### src/rtl/ftc_pkg.sv
package ftc_pkg;
  typedef enum logic [1:0] {
    PH_VBLANK    = 2'd0,
    PH_PRERENDER = 2'd1,
    PH_VISIBLE   = 2'd2,
    PH_IDLE      = 2'd3
  } line_phase_e;
endpackage

### src/rtl/ftc_raster.sv
module ftc_raster
  import ftc_pkg::*;
#(
  parameter int DOTS = 341,
  parameter int VBL  = 20,
  parameter int VIS  = 240,
  parameter int LW   = 9,
  parameter int DW   = 9
) (
  input  logic          clk,
  input  logic          rst_n,
  output logic [LW-1:0] line_o,
  output logic [DW-1:0] dot_o,
  output line_phase_e   phase_o,
  output logic          frame_end_o,
  output logic          pre_start_o
);
  localparam int LINES = VBL + 1 + VIS + 1;
  localparam logic [LW-1:0] PRE_L   = LW'(VBL);
  localparam logic [LW-1:0] IDLE_L  = LW'(LINES - 1);
  localparam logic [LW-1:0] LASTV_L = LW'(VBL - 1);
  localparam logic [DW-1:0] LASTD_L = DW'(DOTS - 1);

  logic [LW-1:0] line_q, line_d;
  logic [DW-1:0] dot_q, dot_d;
  logic          eol;

  always_comb begin
    eol    = (dot_q == LASTD_L);
    dot_d  = eol ? '0 : dot_q + 1'b1;
    line_d = line_q;
    if (eol) line_d = (line_q == IDLE_L) ? '0 : line_q + 1'b1;
  end

  always_ff @(posedge clk or negedge rst_n) begin
    if (!rst_n) begin
      line_q <= IDLE_L;
      dot_q  <= '0;
    end else begin
      line_q <= line_d;
      dot_q  <= dot_d;
    end
  end

  always_comb begin
    if (line_q < PRE_L)        phase_o = PH_VBLANK;
    else if (line_q == PRE_L)  phase_o = PH_PRERENDER;
    else if (line_q == IDLE_L) phase_o = PH_IDLE;
    else                       phase_o = PH_VISIBLE;
  end

  assign frame_end_o = (phase_o == PH_IDLE) && eol;
  assign pre_start_o = (line_q == LASTV_L) && eol;
  assign line_o      = line_q;
  assign dot_o       = dot_q;

  assert_dot_range_R2: assert property (@(posedge clk) disable iff (!rst_n)
    dot_q <= LASTD_L);
  assert_line_range_R2: assert property (@(posedge clk) disable iff (!rst_n)
    line_q <= IDLE_L);
  assert_frame_wrap_R2: assert property (@(posedge clk) disable iff (!rst_n)
    frame_end_o |=> (line_q == '0) && (dot_q == '0));
endmodule

### src/rtl/ftc_vblank.sv
module ftc_vblank (
  input  logic clk,
  input  logic rst_n,
  input  logic frame_end,
  input  logic pre_start,
  input  logic stat_rd,
  input  logic nmi_en,
  output logic vblank,
  output logic nmi_req
);
  logic flag_q, flag_d;
  logic nmi_q, nmi_d;

  always_comb begin
    flag_d = flag_q;
    if (frame_end)                 flag_d = !stat_rd;
    else if (stat_rd || pre_start) flag_d = 1'b0;

    nmi_d = nmi_q;
    if (!nmi_en)                   nmi_d = 1'b0;
    else if (frame_end)            nmi_d = 1'b1;
    else if (stat_rd || pre_start) nmi_d = 1'b0;
  end

  always_ff @(posedge clk or negedge rst_n) begin
    if (!rst_n) begin
      flag_q <= 1'b0;
      nmi_q  <= 1'b0;
    end else begin
      flag_q <= flag_d;
      nmi_q  <= nmi_d;
    end
  end

  assign vblank  = flag_q;
  assign nmi_req = nmi_q;

  assert_flag_set_R3: assert property (@(posedge clk) disable iff (!rst_n)
    (frame_end && !stat_rd) |=> vblank);
  assert_flag_origin_R3: assert property (@(posedge clk) disable iff (!rst_n)
    $rose(vblank) |-> $past(frame_end));
  assert_nmi_with_flag_R3: assert property (@(posedge clk) disable iff (!rst_n)
    (frame_end && nmi_en) |=> nmi_req);
  assert_read_clears_R4: assert property (@(posedge clk) disable iff (!rst_n)
    (stat_rd && !frame_end) |=> (!vblank && !nmi_req));
  assert_prerender_clears_R4: assert property (@(posedge clk) disable iff (!rst_n)
    pre_start |=> !vblank);
  assert_collision_R5: assert property (@(posedge clk) disable iff (!rst_n)
    (frame_end && stat_rd) |=> !vblank);
  assert_nmi_gate_R6: assert property (@(posedge clk) disable iff (!rst_n)
    !nmi_en |=> !nmi_req);
endmodule

### src/rtl/ftc_vaddr.sv
module ftc_vaddr
  import ftc_pkg::*;
#(
  parameter int AW         = 14,
  parameter int DW         = 9,
  parameter int IDXW       = 5,
  parameter int RELOAD_DOT = 304,
  parameter int PAL_BASE   = 'h3F00
) (
  input  logic            clk,
  input  logic            rst_n,
  input  logic            render_on,
  input  line_phase_e     phase,
  input  logic [DW-1:0]   dot,
  input  logic [AW-1:0]   tmp_addr,
  input  logic            cpu_we,
  input  logic [AW-1:0]   cpu_wdata,
  output logic [AW-1:0]   vaddr,
  output logic [IDXW-1:0] backdrop_idx
);
  localparam logic [AW-1:0] PB_L     = AW'(PAL_BASE);
  localparam logic [DW-1:0] RELOAD_L = DW'(RELOAD_DOT);

  logic [AW-1:0] va_q, va_d;
  logic          reload;
  logic          in_pal;

  always_comb begin
    reload = render_on && (phase == PH_PRERENDER) && (dot == RELOAD_L);
    va_d   = va_q;
    if (cpu_we)      va_d = cpu_wdata;
    else if (reload) va_d = tmp_addr;
  end

  always_ff @(posedge clk or negedge rst_n) begin
    if (!rst_n) va_q <= '0;
    else        va_q <= va_d;
  end

  always_comb begin
    in_pal       = (va_q[AW-1:8] == PB_L[AW-1:8]);
    backdrop_idx = (!render_on && in_pal) ? va_q[IDXW-1:0] : '0;
  end

  assign vaddr = va_q;

  assert_reload_R8: assert property (@(posedge clk) disable iff (!rst_n)
    (render_on && phase == PH_PRERENDER && dot == RELOAD_L && !cpu_we)
      |=> (vaddr == $past(tmp_addr)));
  assert_hold_when_off_R9: assert property (@(posedge clk) disable iff (!rst_n)
    (!render_on && !cpu_we) |=> $stable(vaddr));
  assert_cpu_write_R11: assert property (@(posedge clk) disable iff (!rst_n)
    cpu_we |=> (vaddr == $past(cpu_wdata)));
  always_comb begin
    if (rst_n && render_on)
      assert_backdrop_on_R10: assert (backdrop_idx == '0);
  end
endmodule

### src/rtl/frame_timing_ctrl.sv
module frame_timing_ctrl
  import ftc_pkg::*;
#(
  parameter int DOTS       = 341,
  parameter int VBL        = 20,
  parameter int VIS        = 240,
  parameter int RELOAD_DOT = 304,
  parameter int AW         = 14,
  parameter int IDXW       = 5,
  parameter int PAL_BASE   = 'h3F00,
  localparam int LW = $clog2(VBL + VIS + 2),
  localparam int DW = $clog2(DOTS)
) (
  input  logic            clk,
  input  logic            rst_n,
  input  logic            bg_en,
  input  logic            spr_en,
  input  logic            nmi_en,
  input  logic            stat_rd,
  input  logic [AW-1:0]   tmp_addr,
  input  logic            cpu_we,
  input  logic [AW-1:0]   cpu_wdata,
  output logic [LW-1:0]   line,
  output logic [DW-1:0]   dot,
  output logic            render_on,
  output logic            vblank,
  output logic            nmi_req,
  output logic [AW-1:0]   vaddr,
  output logic [IDXW-1:0] backdrop_idx
);
  logic [1:0]  rst_sync_q;
  logic        rst_n_s;
  line_phase_e phase;
  logic        frame_end;
  logic        pre_start;

  always_ff @(posedge clk or negedge rst_n) begin
    if (!rst_n) rst_sync_q <= 2'b00;
    else        rst_sync_q <= {rst_sync_q[0], 1'b1};
  end
  assign rst_n_s = rst_sync_q[1];

  assign render_on = bg_en | spr_en;

  ftc_raster #(.DOTS(DOTS), .VBL(VBL), .VIS(VIS), .LW(LW), .DW(DW)) u_raster (
    .clk(clk), .rst_n(rst_n_s), .line_o(line), .dot_o(dot), .phase_o(phase),
    .frame_end_o(frame_end), .pre_start_o(pre_start)
  );

  ftc_vblank u_vblank (
    .clk(clk), .rst_n(rst_n_s), .frame_end(frame_end), .pre_start(pre_start),
    .stat_rd(stat_rd), .nmi_en(nmi_en), .vblank(vblank), .nmi_req(nmi_req)
  );

  ftc_vaddr #(.AW(AW), .DW(DW), .IDXW(IDXW), .RELOAD_DOT(RELOAD_DOT),
              .PAL_BASE(PAL_BASE)) u_vaddr (
    .clk(clk), .rst_n(rst_n_s), .render_on(render_on), .phase(phase), .dot(dot),
    .tmp_addr(tmp_addr), .cpu_we(cpu_we), .cpu_wdata(cpu_wdata),
    .vaddr(vaddr), .backdrop_idx(backdrop_idx)
  );

  always_comb begin
    assert_render_or_R7: assert (render_on == (bg_en || spr_en));
  end
endmodule

### config.mk
export PLATFORM = sky130hd
export DESIGN_NAME = frame_timing_ctrl
export DESIGN_NICKNAME = d
export VERILOG_FILES = /design/src/rtl/ftc_pkg.sv /design/src/rtl/ftc_raster.sv /design/src/rtl/ftc_vblank.sv /design/src/rtl/ftc_vaddr.sv /design/src/rtl/frame_timing_ctrl.sv
export SDC_FILE = /design/constraint.sdc
export NUM_CORES = 1
export LEC_CHECK = 0
export BUFFER_PORTS_ARGS = -buffer_cell sky130_fd_sc_hd__buf_2
export CORE_MARGIN = 10
export CORE_UTILIZATION = 35
export DETAILED_ROUTE_END_ITERATION = 6
export PLACE_DENSITY = 0.68
export SYNTH_ARGS = -nofsm -noshare
export SYNTH_HDL_FRONTEND = slang
export SYNTH_SLANG_ARGS = --single-unit
### constraint.sdc
create_clock -name clk -period 1.6 [get_ports clk]
set_input_delay 0 -clock clk [delete_from_list [all_inputs] [get_ports clk]]
set_output_delay 0 -clock clk [all_outputs]
set_load 0.005 [all_outputs]
==> summary.log, run 1 <==
qor: status.run_status finished, violations left
qor: status.violations setup timing
qor: sta.period_share 104%
qor: sta.finalSetupViolCount 9
qor: clock_network.deepest_clock_path_buffer_count 2
qor: global_routing.first_global_vias 2033
qor: detailed_routing.num_vias 1961
qor: yosys.synth-edff-count 0
qor: floorplanning.dieHeight 93.8 um
qor: worst_setup_path.critPathRequiredTime 1.81 ns
qor: placement.dp.cells 346
qor: pwr.power.combinational.fraction 12.8%
qor: sta.final_critical_path_required_period 1.66 ns
qor: placement.dp_hpwl 4330 um
qor: global_routing.antenna_found_initial 0
qor: yosys.synth_area_leader_cell sky130_fd_sc_hd__dfrtp_1
qor: worst_setup_path.worst_r2r_path_depth 8
qor: detailed_routing.drtIter0Drc 106
qor: sta.fmax 604 MHz
qor: floorplanning.placement_rows 26
qor: final_layout.final_cell_area 3170 sq um
qor: detailed_routing.drt-total-wl 6540 um
qor: placement.gp_congestion 0.766
qor: worst_setup_path.critPathCaptureType register
qor: final_layout.multi_input_area 1170 sq um
qor: final_layout.layout-drive-gt1-share 52.3%
qor: floorplanning.design.core.area 5200 sq um
qor: placement.port_buffers 74
qor: worst_setup_path.worst_setup_slack_for_register_to_register_paths -0.06 ns
qor: pwr.swShare 23.6%
qor: yosys.ys_seq_area_share 47.5%
qor: worst_setup_path.critical_path.startpoint u_raster.line_o[0]
qor: sta.slew-limit-headroom 61.2%
qor: global_routing.global_route.usage.total 14.2%
qor: global_routing.grt_first_pass_wirelength 10200 um
qor: global_routing.grt_start_max_net_pins 29
qor: pwr.power_frac_clock 36.3%
qor: detailed_routing.firstDrtPassIters 4
qor: global_routing.grt_overflow 0
qor: pwr.p_sw 0.000451 W
qor: yosys.post_synth_main_area_contributors sky130_fd_sc_hd__dfrtp_1 43%, sky130_fd_sc_hd__a41oi_1 6.4%, sky130_fd_sc_hd__nor2b_1 5.9%, sky130_fd_sc_hd__a21oi_1 4.2%, sky130_fd_sc_hd__o21ai_0 4.2%
qor: final_layout.layout.area.seq 905 sq um
qor: worst_setup_path.crit_path_max_incr_delay 0.57 ns
qor: floorplanning.die-area 8790 sq um
qor: yosys.netlist-cell-type-count 31
qor: final_layout.layout.nets 350
qor: worst_setup_path.path_class register to register
qor: sta.final_max_slew_viol_count 0
qor: worst_setup_path.cpLargestDelayFamily flip-flops
qor: yosys.synth_top_flop_cell sky130_fd_sc_hd__dfrtp_1
qor: worst_setup_path.crit_cells 8
qor: final_layout.layoutNonFillerInstCount 381
qor: clock_network.htree_levels 2
qor: pwr.p_seq_share 50.9%
qor: yosys.mappedNetlistArea 1900 sq um
qor: floorplanning.width_of_the_die 93.8 um
qor: yosys.ys.warnings.count 0
qor: flow_run.max_cap_violations 0
qor: pwr.power.internal 0.00146 W
qor: yosys.asyncSetResetFlopFracSynth 100%
qor: sta.max_slew.worst_pin.slew 0.582 ns
qor: detailed_routing.drt.antenna.violating_nets 0
qor: pwr.largest_vdd_supply_drop 0.000418 V
qor: clock_network.tritoncts done
qor: final_layout.area_growth_syn_to_layout 66.7%
qor: worst_setup_path.critical_path.n_buffers_inverters 3
qor: sta.clock_skew 0.00886 ns
qor: worst_setup_path.critical_path_arrival 1.86 ns
qor: clock_network.clk_root_buffer_cell sky130_fd_sc_hd__clkbuf_8
qor: sta.fin_ws -0.0564 ns
qor: detailed_routing.wl_per_cell 17.2 um
qor: floorplanning.initial_core_util 36.6%
qor: yosys.synthesis.area_per_instance 9.97 sq um
qor: yosys.synth_largest_type_area_fraction 43.4%
qor: worst_hold_path.hp-class primary input to asynchronous set/reset pin
qor: pwr.leakage 1.43 nW
qor: worst_setup_path.r2r_start u_raster.line_o[0]
qor: clock_network.tritoncts.num_buffers 5
qor: pwr.power_density 602 nW/um^2
qor: worst_setup_path.timing.critical_path.from_type register
qor: detailed_routing.route.detailed.drc 0
qor: yosys.post_synth_most_frequent_cells 33 x sky130_fd_sc_hd__dfrtp_1, 18 x sky130_fd_sc_hd__nor2b_1, 16 x sky130_fd_sc_hd__a21oi_1, 16 x sky130_fd_sc_hd__o21ai_0, 14 x sky130_fd_sc_hd__a41oi_1
qor: worst_setup_path.critical_path.slowest_cell sky130_fd_sc_hd__dfstp_2
qor: worst_setup_path.rr_endpoint u_vaddr.vaddr[13]
qor: floorplanning.io_pins 75
qor: sta.final_hold_viols 0
qor: worst_setup_path.path_max_fanout 7
qor: clock_network.clock_insertion_delay_worst_skew 0.28 ns
qor: yosys.synthesis.nets 231
qor: final_layout.layout.filler_cells 446
qor: worst_setup_path.crit_chain inv_4 > ha_4 > and4bb_4 > buf_6 > nand3_4 > buf_12 > o21ai_1 > a21oi_2
qor: detailed_routing.routed_via_density 5.15
qor: yosys.synth.most_common_cell sky130_fd_sc_hd__dfrtp_1
qor: sta.grt_setup_unrepaired true
qor: yosys.netlist_instances 191
qor: worst_setup_path.crit_path_end u_vaddr.vaddr[13]
qor: placement.placed_area 2510 sq um
qor: clock_network.clkSlewWorstSetupHoldPaths 0.07 ns
qor: clock_network.cts.sinks 36
qor: yosys.synth.ff_latch_count 36
## sequential cells by signal, indices dropped and copies added, names as in the netlist
register / count
u_raster.dot_o: 9
u_vaddr.vaddr: 14
u_vblank.nmi_req: 1
u_raster.line_o: 9
u_vblank.vblank: 1
rst_sync_q: 2
## cell usage in the layout (no fill, tap or decap), types with 4 or more instances in the layout
cell / n
sky130_fd_sc_hd__dfrtp_1: 33
sky130_fd_sc_hd__nor2_1: 9
sky130_fd_sc_hd__and2_1: 7
sky130_fd_sc_hd__buf_2: 74
sky130_fd_sc_hd__nand4_1: 6
sky130_fd_sc_hd__xnor2_1: 8
sky130_fd_sc_hd__o21ai_1: 5
sky130_fd_sc_hd__a21oi_2: 6
sky130_fd_sc_hd__a41oi_2: 14
sky130_fd_sc_hd__a21oi_1: 10
sky130_fd_sc_hd__dlygate4sd3_1: 17
sky130_fd_sc_hd__nor2b_1: 18
sky130_fd_sc_hd__xor2_1: 5
sky130_fd_sc_hd__buf_4: 21
sky130_fd_sc_hd__o21ai_0: 4
sky130_fd_sc_hd__o21ai_2: 8
sky130_fd_sc_hd__nand2_1: 4
sky130_fd_sc_hd__buf_6: 5
sky130_fd_sc_hd__nand3_1: 8
sky130_fd_sc_hd__clkbuf_8: 7
## routing by layer
metal,GRT usage [%],routed length [um]
met3,3.44,346
met1,17.2,2700
met2,23.0,3280
met4,6.96,210
met5,0,0
## logic make-up (layout without fill, tap and decap cells)
logic type	Yosys count	count (layout)	share of synthesized area, %
AND/OR/NAND/NOR	70	70	23.2
AO/OA/AOI/OAI	50	50	16.2
flip-flops	36	36	47.5
buffers and inverters	16	135	3.68
XOR/XNOR	13	13	5.98
adder cells (fa/ha/maj)	5	5	3.29
other	1	2	0.197
## area by class of cell
class	instances	area share [%]
multi-input cells	139	36.8
diodes	1	0.0788
repair buffers	123	28.2
inverters	5	0.670
well taps	70	2.76
clock buffers	7	3.04
flip-flops and latches	36	28.5
## how the worst min path moves through the flow
stage	start	to	depth (start not counted)	slack, ns
after floorplan	rst_n	rst_sync_q[0]	0	-0.30
after global placement	rst_n	rst_sync_q[0]	1	-0.21
after detailed placement	rst_n	rst_sync_q[0]	1	-0.21
after CTS	rst_n	rst_sync_q[0]	2	0.02
after global routing	rst_n	rst_sync_q[0]	2	0.03
final	rst_n	rst_sync_q[0]	2	0.02
## power groups by stage
stage | logic, W | registers (W) | clock network [W]
after CTS | 0.000226 | 0.000966 | 0.000705
final | 0.000245 | 0.000972 | 0.000694
after global placement | 0.000178 | 0.000982 | 0
after floorplan | 0.0000638 | 0.000995 | 0
after detailed placement | 0.000181 | 0.000983 | 0
after global routing | 0.000270 | 0.000976 | 0.000748
## what timing repair did
action / CTS / global route
resized for setup: 32 / 36
cloned: 2 / 1
hold buffers: 17 / 0
hold endpoints to repair: 18 / 0
pin swaps: 3 / 26
setup buffers: 6 / 1
setup endpoints to repair: 14 / 24
## worst register-to-register path, stage by stage, from the launching register on
cell                       delay, ns
sky130_fd_sc_hd__dfstp_2        0.57
sky130_fd_sc_hd__inv_4          0.05
sky130_fd_sc_hd__ha_4           0.15
sky130_fd_sc_hd__and4bb_4       0.20
sky130_fd_sc_hd__buf_6          0.12
sky130_fd_sc_hd__nand3_4        0.12
sky130_fd_sc_hd__buf_12         0.14
sky130_fd_sc_hd__o21ai_1        0.09
sky130_fd_sc_hd__a21oi_2        0.15
## per-stage QoR
step	total power (W)	setup TNS [ns]	util, %	worst slack, ns	hold WS, ns
final	0.00191	-0.137	61.0	-0.0564	0.0248
after global placement	0.00116	0	48.3	0.0135	-0.211
after floorplan	0.00106	0	-	0.00117	-0.296
after CTS	0.00190	0	58.4	0.00237	0.0229
after detailed placement	0.00116	-0.580	48.3	-0.0623	-0.210
after global routing	0.00199	-1.12	60.9	-0.105	0.0305
Note: power is estimated with default switching activity, not from simulation.
==> inputs of run 2 (changes only) <==
HOLD_SLACK_MARGIN = 0.05   (was not set)
==> run 2 against run 1 <==
The run still ends with setup timing left; global-route usage up 0.91 points; sequential share of layout area shrank 1.1 points; non-clock buffer count is 13 higher; sequential power about the same; utilization grew 2.4 points; combinational power rose by 13%; via count increased by 5.2%; register-to-register slack barely moved.
==> summary.log, run 2 (synthesized netlist as in run 1, its figures left out) <==
qor: status.run_status finished, violations left
qor: status.violations setup timing
qor: final_layout.multi_input_area 1170 sq um
qor: pwr.largest_vdd_supply_drop 0.000415 V
qor: detailed_routing.wl_per_cell 17.3 um
qor: final_layout.layout-drive-gt1-share 49.8%
qor: flow_run.max_cap_violations 0
qor: sta.fmax 607 MHz
qor: worst_setup_path.critical_path.startpoint u_raster.line_o[0]
qor: global_routing.global_route.usage.total 15.1%
qor: floorplanning.placement_rows 26
qor: worst_hold_path.hp-class primary input to register
qor: worst_setup_path.crit_path_end u_vaddr.vaddr[13]
qor: pwr.p_total 0.00194 W
qor: sta.slew-limit-headroom 60.3%
qor: global_routing.grt_first_pass_wirelength 10800 um
qor: floorplanning.io_pins 75
qor: final_layout.largest_register_ffs 14
qor: worst_setup_path.path_class register to register
qor: worst_setup_path.worst_r2r_path_depth 8
qor: worst_setup_path.rr_endpoint u_vaddr.vaddr[13]
qor: final_layout.layout.cells.most_common sky130_fd_sc_hd__buf_2
qor: global_routing.first_global_vias 2137
qor: worst_setup_path.worst_setup_slack_for_register_to_register_paths -0.05 ns
qor: final_layout.layout.nets 363
qor: floorplanning.dieHeight 93.8 um
qor: worst_setup_path.path_max_fanout 7
qor: floorplanning.die-area 8790 sq um
qor: placement.port_buffers 74
qor: placement.dp.cells 346
qor: placement.dp_hpwl 4330 um
qor: clock_network.clkSlewWorstSetupHoldPaths 0.07 ns
qor: detailed_routing.num_vias 2062
qor: pwr.power_density 589 nW/um^2
qor: global_routing.antenna_found_initial 1
qor: detailed_routing.drt-total-wl 6860 um
qor: clock_network.htree_levels 2
qor: final_layout.area_growth_syn_to_layout 73.2%
qor: pwr.leakage 1.47 nW
qor: floorplanning.width_of_the_die 93.8 um
qor: detailed_routing.route.detailed.drc 0
qor: clock_network.tritoncts done
qor: worst_setup_path.critPathCaptureType register
qor: sta.final_max_slew_viol_count 0
qor: worst_setup_path.r2r_start u_raster.line_o[0]
qor: detailed_routing.drtIter0Drc 81
qor: placement.gp_congestion 0.766
qor: detailed_routing.drt.antenna.violating_nets 0
qor: final_layout.layout.area.seq 905 sq um
qor: sta.max_slew.worst_pin.slew 0.596 ns
qor: sta.fin_ws -0.0486 ns
qor: final_layout.layout.filler_cells 427
qor: global_routing.grt_start_max_net_pins 29
qor: worst_setup_path.critPathRequiredTime 1.81 ns
qor: sta.grt_setup_unrepaired true
qor: worst_setup_path.timing.critical_path.from_type register
qor: clock_network.clock_insertion_delay_worst_skew 0.28 ns
qor: clock_network.tritoncts.num_buffers 5
qor: final_layout.mostFrequentLayoutCells 74 x sky130_fd_sc_hd__buf_2, 33 x sky130_fd_sc_hd__dfrtp_1, 31 x sky130_fd_sc_hd__dlygate4sd3_1
qor: floorplanning.design.core.area 5200 sq um
qor: clock_network.cts.sinks 36
qor: floorplanning.initial_core_util 36.6%
qor: sta.final_critical_path_required_period 1.65 ns
qor: sta.period_share 103%
qor: clock_network.deepest_clock_path_buffer_count 2
qor: clock_network.clk_root_buffer_cell sky130_fd_sc_hd__clkbuf_8
qor: sta.finalSetupViolCount 10
qor: sta.clock_skew 0.00898 ns
qor: detailed_routing.routed_via_density 5.19
qor: sta.final_hold_viols 0
qor: final_layout.layoutNonFillerInstCount 397
qor: worst_setup_path.critical_path_arrival 1.86 ns
qor: global_routing.grt_overflow 0
qor: detailed_routing.firstDrtPassIters 4
run 2: cell count changes in the layout (fill, tap and decap cells not counted), sizes merged:
cell         change
diode            +3
buf              -1
dlygate4sd3     +14
run 2: metrics by stage:
step | hold WS [ns] | worst slack [ns] | utilization (%) | TNS [ns] | area [sq um]
2_1_floorplan | -0.296 | 0.00117 | - | 0 | 1920
4_1_cts | 0.0510 | 0.00237 | 61.1 | 0 | 3180
3_5_place_dp | -0.210 | -0.0623 | 48.3 | -0.580 | 2510
3_3_place_gp | -0.211 | 0.0135 | 48.3 | 0 | 2510
6_report | 0.0849 | -0.0486 | 63.4 | -0.207 | 3300
5_1_grt | 0.0997 | -0.113 | 63.2 | -1.13 | 3290
run 2: what timing repair did:
item	CTS	global route
gates resized for setup	32	35
hold buffers	31	0
endpoints found under the hold margin	18	0
gates cloned	2	1
setup endpoints to repair	14	24
pin swaps	3	30
setup buffers	6	1
run 2: cell type report:
class	instances	share of cell area (%)
Sequential cell	36	27.4
Timing Repair Buffer	136	30.5
Tap cell	70	2.66
Clock buffer	7	2.92
Antenna cell	4	0.303
Inverter	5	0.645
Multi-Input combinational cell	139	35.5
run 2: report_power, final:
group,switching (W),internal [W]
combinational,0.000122,0.000155
sequential,0.0000278,0.000945
clock,0.000310,0.000384
run 2: how the worst min path moves through the flow:
stage	endpoint	depth (start not counted)	slack, ns	from
finish	u_vaddr.vaddr[4]	3	0.08	tmp_addr[4]
global route	u_vaddr.vaddr[4]	3	0.1	tmp_addr[4]
CTS	u_vaddr.vaddr[4]	3	0.05	tmp_addr[4]
detailed placement	rst_sync_q[0]	1	-0.21	rst_n
global placement	rst_sync_q[0]	1	-0.21	rst_n
floorplan	rst_sync_q[0]	0	-0.30	rst_n
run 2: worst max-delay path, stage by stage (launching register included):
cell and delay [ns]:
sky130_fd_sc_hd__dfstp_2 0.57, sky130_fd_sc_hd__inv_4 0.06, sky130_fd_sc_hd__ha_4 0.15, sky130_fd_sc_hd__and4bb_4 0.20, sky130_fd_sc_hd__buf_6 0.12, sky130_fd_sc_hd__nand3_4 0.12
sky130_fd_sc_hd__buf_12 0.14, sky130_fd_sc_hd__o21ai_2 0.06, sky130_fd_sc_hd__a21oi_2 0.15
run 2: routing by layer:
layer	global-route usage, %	share of wire (%)	vias up
li1	-	-	958
met5	0	0	-
met4	8.99	4.2	0
met1	18.1	40	991
met3	3.68	5.8	26
met2	23.9	50	87
